==> config.mk <==
export PLATFORM = sky130hd
export DESIGN_NAME = tapMemBridge
export DESIGN_NICKNAME = d
export VERILOG_FILES = /design/src/rtl/tapMemPkg.sv /design/src/rtl/tapMemCtrl.sv /design/src/rtl/tapMemData.sv /design/src/rtl/tapMemBridge.sv
export SDC_FILE = /design/constraint.sdc
export NUM_CORES = 1
export LEC_CHECK = 0
export CORE_MARGIN = 4
export CORE_UTILIZATION = 39
export DETAILED_ROUTE_END_ITERATION = 8
export HOLD_SLACK_MARGIN = 0.08
export PLACE_DENSITY = 0.69
export SETUP_SLACK_MARGIN = 0.1
export SLEW_MARGIN = 20
export SYNTH_ARGS = -nofsm -noshare
export SYNTH_HDL_FRONTEND = slang
export SYNTH_SLANG_ARGS = --single-unit
==> constraint.sdc <==
create_clock -name tck -period 4.31 [get_ports tck]
set_input_delay 1.0775 -clock tck [delete_from_list [all_inputs] [get_ports tck]]
set_output_delay 1.0775 -clock tck [all_outputs]
set_load 0.01 [all_outputs]
==> src/rtl/tapMemPkg.sv <==
`timescale 1ns/1ps
package tapMemPkg;
  localparam int IR_W = 5;
  localparam logic [IR_W-1:0] IR_CAPTURE = 5'b00001;
  localparam logic [IR_W-1:0] OP_IDCODE  = 5'h01;
  localparam logic [IR_W-1:0] OP_ADDR    = 5'h02;
  localparam logic [IR_W-1:0] OP_READ    = 5'h03;
  localparam logic [IR_W-1:0] OP_WRITE   = 5'h04;
  localparam logic [IR_W-1:0] OP_REBOOT  = 5'h05;
  localparam logic [IR_W-1:0] OP_SAVE    = 5'h06;
  localparam logic [IR_W-1:0] OP_EXT_ON  = 5'h07;
  localparam logic [IR_W-1:0] OP_EXT_OFF = 5'h08;
  localparam logic [IR_W-1:0] OP_NV_ON   = 5'h09;
  localparam logic [IR_W-1:0] OP_NV_OFF  = 5'h0A;
  localparam logic [IR_W-1:0] OP_BYPASS  = 5'h1F;

  localparam logic [1:0] PAGE_DEF = 2'b00;
  localparam logic [1:0] PAGE_EXT = 2'b01;
  localparam logic [1:0] PAGE_NV  = 2'b10;

  typedef enum logic [3:0] {
    ST_TLR, ST_RTI, ST_SEL_DR, ST_CAP_DR, ST_SH_DR, ST_EX1_DR, ST_PAU_DR, ST_EX2_DR,
    ST_UPD_DR, ST_SEL_IR, ST_CAP_IR, ST_SH_IR, ST_EX1_IR, ST_PAU_IR, ST_EX2_IR, ST_UPD_IR
  } tapStateT;

  typedef enum logic [2:0] {
    SEL_BYPASS, SEL_IDCODE, SEL_ADDR, SEL_READ, SEL_WRITE
  } drSelT;

  typedef struct packed {
    logic  tlr;
    logic  captureDr;
    logic  shiftDr;
    logic  updateDr;
    logic  shiftIr;
    drSelT drSel;
    logic  doReboot;
    logic  doSave;
    logic  doExtOn;
    logic  doExtOff;
    logic  doNvOn;
    logic  doNvOff;
  } tapStrobesT;
endpackage

==> src/rtl/tapMemCtrl.sv <==
`timescale 1ns/1ps
module tapMemCtrl
  import tapMemPkg::*;
(
  input  logic       tck,
  input  logic       trstN,
  input  logic       tms,
  input  logic       tdi,
  output tapStrobesT strobes,
  output logic       irTdo
);
  tapStateT state, stateNext;
  logic [IR_W-1:0] irShift, irReg;

  always_comb begin
    unique case (state)
      ST_TLR:    stateNext = tms ? ST_TLR    : ST_RTI;
      ST_RTI:    stateNext = tms ? ST_SEL_DR : ST_RTI;
      ST_SEL_DR: stateNext = tms ? ST_SEL_IR : ST_CAP_DR;
      ST_CAP_DR: stateNext = tms ? ST_EX1_DR : ST_SH_DR;
      ST_SH_DR:  stateNext = tms ? ST_EX1_DR : ST_SH_DR;
      ST_EX1_DR: stateNext = tms ? ST_UPD_DR : ST_PAU_DR;
      ST_PAU_DR: stateNext = tms ? ST_EX2_DR : ST_PAU_DR;
      ST_EX2_DR: stateNext = tms ? ST_UPD_DR : ST_SH_DR;
      ST_UPD_DR: stateNext = tms ? ST_SEL_DR : ST_RTI;
      ST_SEL_IR: stateNext = tms ? ST_TLR    : ST_CAP_IR;
      ST_CAP_IR: stateNext = tms ? ST_EX1_IR : ST_SH_IR;
      ST_SH_IR:  stateNext = tms ? ST_EX1_IR : ST_SH_IR;
      ST_EX1_IR: stateNext = tms ? ST_UPD_IR : ST_PAU_IR;
      ST_PAU_IR: stateNext = tms ? ST_EX2_IR : ST_PAU_IR;
      ST_EX2_IR: stateNext = tms ? ST_UPD_IR : ST_SH_IR;
      ST_UPD_IR: stateNext = tms ? ST_SEL_DR : ST_RTI;
      default:   stateNext = ST_TLR;
    endcase
  end

  always_ff @(posedge tck or negedge trstN) begin
    if (!trstN) state <= ST_TLR;
    else        state <= stateNext;
  end

  always_ff @(posedge tck or negedge trstN) begin
    if (!trstN) begin
      irShift <= IR_CAPTURE;
      irReg   <= OP_IDCODE;
    end else begin
      if (state == ST_CAP_IR)     irShift <= IR_CAPTURE;
      else if (state == ST_SH_IR) irShift <= {tdi, irShift[IR_W-1:1]};
      if (state == ST_TLR)        irReg <= OP_IDCODE;
      else if (state == ST_UPD_IR) irReg <= irShift;
    end
  end

  logic inUpdIr;
  assign inUpdIr = (state == ST_UPD_IR);

  always_comb begin
    strobes = '0;
    strobes.tlr       = (state == ST_TLR);
    strobes.captureDr = (state == ST_CAP_DR);
    strobes.shiftDr   = (state == ST_SH_DR);
    strobes.updateDr  = (state == ST_UPD_DR);
    strobes.shiftIr   = (state == ST_SH_IR);
    unique case (irReg)
      OP_IDCODE: strobes.drSel = SEL_IDCODE;
      OP_ADDR:   strobes.drSel = SEL_ADDR;
      OP_READ:   strobes.drSel = SEL_READ;
      OP_WRITE:  strobes.drSel = SEL_WRITE;
      default:   strobes.drSel = SEL_BYPASS;
    endcase
    strobes.doReboot = inUpdIr && (irShift == OP_REBOOT);
    strobes.doSave   = inUpdIr && (irShift == OP_SAVE);
    strobes.doExtOn  = inUpdIr && (irShift == OP_EXT_ON);
    strobes.doExtOff = inUpdIr && (irShift == OP_EXT_OFF);
    strobes.doNvOn   = inUpdIr && (irShift == OP_NV_ON);
    strobes.doNvOff  = inUpdIr && (irShift == OP_NV_OFF);
  end

  assign irTdo = irShift[0];

  // leaving Test-Logic-Reset always leaves IDCODE selected
  assert_tlr_idcode_R11: assert property (@(posedge tck) disable iff (!trstN)
    (state == ST_TLR) |=> (strobes.drSel == SEL_IDCODE));
  // the shift register holds the capture pattern on entering Shift-IR
  assert_ir_capture_R2: assert property (@(posedge tck) disable iff (!trstN)
    (state == ST_CAP_IR) |=> (irShift == IR_CAPTURE));
endmodule

==> src/rtl/tapMemData.sv <==
`timescale 1ns/1ps
module tapMemData
  import tapMemPkg::*;
#(
  parameter int          ADDR_W  = 8,
  parameter int          DATA_W  = 8,
  parameter logic [31:0] ID_CODE = 32'h1B4D3057
) (
  input  logic              tck,
  input  logic              trstN,
  input  logic              tdi,
  input  tapStrobesT        strobes,
  input  logic              irTdo,
  output logic              tdo,
  output logic              tdoOe,
  output logic [ADDR_W-1:0] memAddr,
  output logic [DATA_W-1:0] memWdata,
  output logic              memWe,
  output logic              memRe,
  input  logic [DATA_W-1:0] memRdata,
  output logic [1:0]        pageSel,
  output logic              rebootPulse,
  output logic              savePulse
);
  localparam int ID_W = 32;

  logic              bypassBit;
  logic [ID_W-1:0]   idShift;
  logic [ADDR_W-1:0] addrShift, addrReg;
  logic [DATA_W-1:0] dataShift, wdataReg;
  logic              weQ, drTdo, serialOut;
  logic [1:0]        pageQ;

  assign memRe = strobes.captureDr && (strobes.drSel == SEL_READ);

  always_ff @(posedge tck or negedge trstN) begin
    if (!trstN) begin
      bypassBit <= 1'b0;
      idShift   <= ID_CODE;
      addrShift <= '0;
      dataShift <= '0;
      addrReg   <= '0;
      wdataReg  <= '0;
      weQ       <= 1'b0;
    end else begin
      weQ <= 1'b0;
      if (strobes.captureDr) begin
        bypassBit <= 1'b0;
        idShift   <= ID_CODE;
        addrShift <= addrReg;
        dataShift <= (strobes.drSel == SEL_READ) ? memRdata : wdataReg;
      end else if (strobes.shiftDr) begin
        unique case (strobes.drSel)
          SEL_IDCODE: idShift   <= {tdi, idShift[ID_W-1:1]};
          SEL_ADDR:   addrShift <= {tdi, addrShift[ADDR_W-1:1]};
          SEL_READ,
          SEL_WRITE:  dataShift <= {tdi, dataShift[DATA_W-1:1]};
          default:    bypassBit <= tdi;
        endcase
      end else if (strobes.updateDr) begin
        if (strobes.drSel == SEL_ADDR) addrReg <= addrShift;
        if (strobes.drSel == SEL_WRITE) begin
          wdataReg <= dataShift;
          weQ      <= 1'b1;
        end
      end
    end
  end

  always_ff @(posedge tck or negedge trstN) begin
    if (!trstN) begin
      pageQ       <= PAGE_DEF;
      rebootPulse <= 1'b0;
      savePulse   <= 1'b0;
    end else begin
      rebootPulse <= strobes.doReboot;
      savePulse   <= strobes.doSave;
      if (strobes.tlr)                             pageQ <= PAGE_DEF;
      else if (strobes.doExtOn)                    pageQ <= PAGE_EXT;
      else if (strobes.doNvOn)                     pageQ <= PAGE_NV;
      else if (strobes.doExtOff || strobes.doNvOff) pageQ <= PAGE_DEF;
    end
  end

  always_comb begin
    unique case (strobes.drSel)
      SEL_IDCODE: drTdo = idShift[0];
      SEL_ADDR:   drTdo = addrShift[0];
      SEL_READ,
      SEL_WRITE:  drTdo = dataShift[0];
      default:    drTdo = bypassBit;
    endcase
    serialOut = strobes.shiftIr ? irTdo : drTdo;
  end

  always_ff @(negedge tck or negedge trstN) begin
    if (!trstN) begin
      tdo   <= 1'b0;
      tdoOe <= 1'b0;
    end else begin
      tdo   <= serialOut;
      tdoOe <= strobes.shiftIr || strobes.shiftDr;
    end
  end

  assign memAddr  = addrReg;
  assign memWdata = wdataReg;
  assign memWe    = weQ;
  assign pageSel  = pageQ;

  // write strobe is a single cycle and the address holds around it
  assert_we_single_R5: assert property (@(posedge tck) disable iff (!trstN)
    memWe |=> (!memWe && $stable(memAddr)));
  // reboot request lasts one cycle
  assert_reboot_single_R7: assert property (@(posedge tck) disable iff (!trstN)
    rebootPulse |=> !rebootPulse);
  // save request lasts one cycle and never overlaps reboot
  assert_save_single_R8: assert property (@(posedge tck) disable iff (!trstN)
    savePulse |=> !savePulse);
  assert_pulse_exclusive_R8: assert property (@(posedge tck) disable iff (!trstN)
    !(savePulse && rebootPulse));
  // Test-Logic-Reset forces the default page
  assert_tlr_page_R11: assert property (@(posedge tck) disable iff (!trstN)
    strobes.tlr |=> (pageSel == PAGE_DEF));
  // output enable only in a shift state
  assert_oe_shift_R12: assert property (@(posedge tck) disable iff (!trstN)
    tdoOe |-> (strobes.shiftDr || strobes.shiftIr));
endmodule

==> src/rtl/tapMemBridge.sv <==
`timescale 1ns/1ps
module tapMemBridge
  import tapMemPkg::*;
#(
  parameter int          ADDR_W  = 8,
  parameter int          DATA_W  = 8,
  parameter logic [31:0] ID_CODE = 32'h1B4D3057
) (
  input  logic              tck,
  input  logic              trstN,
  input  logic              tms,
  input  logic              tdi,
  output logic              tdo,
  output logic              tdoOe,
  output logic [ADDR_W-1:0] memAddr,
  output logic [DATA_W-1:0] memWdata,
  output logic              memWe,
  output logic              memRe,
  input  logic [DATA_W-1:0] memRdata,
  output logic [1:0]        pageSel,
  output logic              rebootPulse,
  output logic              savePulse
);
  tapStrobesT strobes;
  logic       irTdo;

  tapMemCtrl i_ctrl (
    .tck(tck), .trstN(trstN), .tms(tms), .tdi(tdi),
    .strobes(strobes), .irTdo(irTdo)
  );

  tapMemData #(.ADDR_W(ADDR_W), .DATA_W(DATA_W), .ID_CODE(ID_CODE)) i_data (
    .tck(tck), .trstN(trstN), .tdi(tdi), .strobes(strobes), .irTdo(irTdo),
    .tdo(tdo), .tdoOe(tdoOe), .memAddr(memAddr), .memWdata(memWdata),
    .memWe(memWe), .memRe(memRe), .memRdata(memRdata), .pageSel(pageSel),
    .rebootPulse(rebootPulse), .savePulse(savePulse)
  );
endmodule

==> results.sh <==
export IMPL_cts_tree="built"
export IMPL_finalNonFillerCells=555
export IMPL_setup_tns_ps=0
export IMPL_port_buffers=35
export IMPL_drive_gt1_share_pct=16.11
export IMPL_synth_main_ff_cell="dfrtp_1"
export IMPL_rsz0062_at_grt="false"
export IMPL_synth_most_common_cell="dfrtp_1"
export IMPL_grt_pass1_wl_um=13230
export IMPL_syn_nets=408
export IMPL_synth_area_per_cell_um2=10.01
export IMPL_area_growth_synth_to_final_pct=15.85
export IMPL_place_congestion=0.7603
export IMPL_irDropWorstVdd_mv=0.2239
export IMPL_drc=0
export IMPL_hold_class="flop to flop"
export IMPL_cts_path_max_buffers=2
export IMPL_path_cells="clkdlybuf4s15_1"
export IMPL_first_global_vias=2791
export IMPL_via_count=2868
export IMPL_post_cts_repair_setup_buffers=0
export IMPL_p_leak_nw=2.033
export IMPL_cts_root_buffer="clkbuf_8"
export IMPL_clock_latency_ps=350
export IMPL_io_pins=36
export IMPL_ys_seq_area_share_pct=54.85
export IMPL_crit_arrival_ps=3090
export IMPL_grt_max_degree=50
export IMPL_tightest_slew_ps=1024
export IMPL_wl_um=7774
export IMPL_antenna_found_initial=0
export IMPL_seqCellArea_um2=2173
export IMPL_post_route_cell_area_um2=4591
export IMPL_setup_viol=0
export IMPL_fillers=960
export IMPL_antenna_cells=0
export IMPL_dp_cells=539
export IMPL_crit_family="flip-flops"
export IMPL_setup_worst_path_start_class="flop"
export IMPL_synth_top_area_share_pct=42.31
export IMPL_cp_required_ps=3230
export IMPL_numCtsBuffers=9
export IMPL_cp_max_fo=1
export IMPL_wl_per_cell_um=14.01
export IMPL_power_density_nw_per_um2=591.5
export IMPL_row_count=36
export IMPL_slowest_stage="dfrtn_1"
export IMPL_yosysWarnings=0
export IMPL_multi_input_comb_area_um2=1624
export IMPL_ys_ff_latch=86
export IMPL_core_um2=9819
export IMPL_ys_top_cells_by_area="dfrtp_1, dfstp_2, mux2i_1"
export IMPL_drv_slew=0
export IMPL_die_y_um=108.8
export IMPL_place_hpwl_um=5125
export IMPL_max_slew_margin_rel_pct=31.76
export IMPL_via_per_inst=5.168
export IMPL_yosys_cell_types_count=46
export IMPL_grt_util_all_layers_pct=14.18
export IMPL_firstDrtPassIters=5
export IMPL_htreeDepth=3
export IMPL_critPathKind="flop to output pin"
export IMPL_status="finished, final reports clean"
export IMPL_fin_nets=429
export IMPL_syn_area_um2=3963
export IMPL_dieWidth_um=108.8
export IMPL_gr_total_overflow=0
export IMPL_finClkSkew_ps=20.18
export IMPL_max_stage_delay_ps=380
export IMPL_end_kind="output pin"
export IMPL_synth_largest_area_cell="dfrtp_1"
export IMPL_floorplan_initialDensity_pct=40.35
export IMPL_clock_sinks=86
export IMPL_power_mw=2.716
export IMPL_synthCells=396
export IMPL_synth_common_cells="dfrtp_1, nand2_1, nor2_1"
export IMPL_path_buf_inv=1
export IMPL_placed_area_um2=4394
export IMPL_antenna_left=0
export IMPL_hold_viol_final=0
export IMPL_drtIter0Drc=114
export IMPL_path_clk_slew_ps=90
export IMPL_cap_violations=0
export IMPL_ys_async_sr_fraction_pct=100.0
export IMPL_die_area_um2=11840
export IMPL_synth_edf_count=0
## through the flow
stage / hold WS [ps] / setup WS [ps] / util [%]
after global routing: 498.8 / 108.7 / 46.75
final: 483.3 / 143.2 / 46.75
after CTS: 485.0 / 116.2 / 46.81
after global placement: 452.4 / 184.3 / 44.75
after floorplan: 445.6 / 665.3 / -
after detailed placement: 463.7 / 169.4 / 44.75
## state kept, by name (all words and copies together) (netlist names)
| signal | cells |
|---|---|
| i_ctrl.irReg | 5 |
| i_ctrl.irShift | 5 |
| i_ctrl.state | 4 |
| i_data.addrShift | 8 |
| i_data.bypassBit | 1 |
| i_data.dataShift | 8 |
| i_data.idShift | 32 |
| i_data.memAddr | 8 |
| i_data.memWdata | 8 |
| i_data.memWe | 1 |
| i_data.pageSel | 2 |
| i_data.rebootPulse | 1 |
| i_data.savePulse | 1 |
| i_data.tdo | 1 |
| i_data.tdoOe | 1 |
## cells by family (layout without fill, tap and decap cells)
kind of cell / after synthesis / count (layout) / synth area share, %
simple gates: 170 / 170 / 20.24
flops: 86 / 86 / 54.85
compound gates: 58 / 58 / 9.031
mux: 42 / 42 / 11.15
buf+inv: 39 / 65 / 4.515
xor+xnor: 1 / 1 / 0.2211
## per-layer routing
layer / routed length, µm / up-vias / global-route usage, % / share of wire [%]
li1: - / 1406 / - / -
met1: 3748 / 1390 / 19.41 / 48
met2: 3566 / 62 / 22.42 / 46
met3: 324 / 10 / 2.131 / 4.2
met4: 134 / 0 / 6.222 / 1.7
met5: 0 / - / 0 / 0
## layout by cell type, fill, tap and decap left out, drive strengths merged, types with 16 or more instances in the layout
cell	n
dfstp	17
nand2	56
clkdlybuf4s50	32
nand3	16
mux2	17
a21oi	26
mux2i	25
nor3	18
nor2	46
dfrtp	67
## final timing paths
path                                    start            endpoint  slack, ps  cells after the start
hold / removal             i_data.idShift[11]  i_data.idShift[10]        480                      2
hold reg to reg            i_data.idShift[11]  i_data.idShift[10]        480                      2
setup / recovery                   i_data.tdo                 tdo        140                      1
min in group asynchronous               trstN  i_data.rebootPulse        820                      2
max in group asynchronous               trstN          i_data.tdo       1590                      1
setup reg to reg              i_ctrl.irReg[1]          i_data.tdo        510                      4
## power by group
group          internal [mW]  leakage (nW)  total (mW)  switching [mW]
logic                  0.349         0.841       0.817           0.468
registers               1.11          1.09        1.33           0.217
clock network          0.289         0.101       0.569           0.280
total                   1.75          2.03        2.72           0.965
## timing repair
| item | 4_1_cts | 5_1_grt |
|---|---|---|
| gates resized for setup | 5 | 1 |
| gates cloned | 0 | 0 |
| setup endpoints to repair | 2 | 1 |
| hold buffers | 0 | 0 |
## layout make-up
| cell class | count | area share [%] |
|---|---|---|
| flip-flops and latches | 86 | 47.34 |
| multi-input cells | 271 | 35.38 |
| repair buffers | 43 | 8.776 |
| well taps | 133 | 3.625 |
| clock buffers | 12 | 3.162 |
| clock inverters | 4 | 1.226 |
| inverters | 6 | 0.4906 |
No activity file was read; power rests on OpenSTA's default activity.
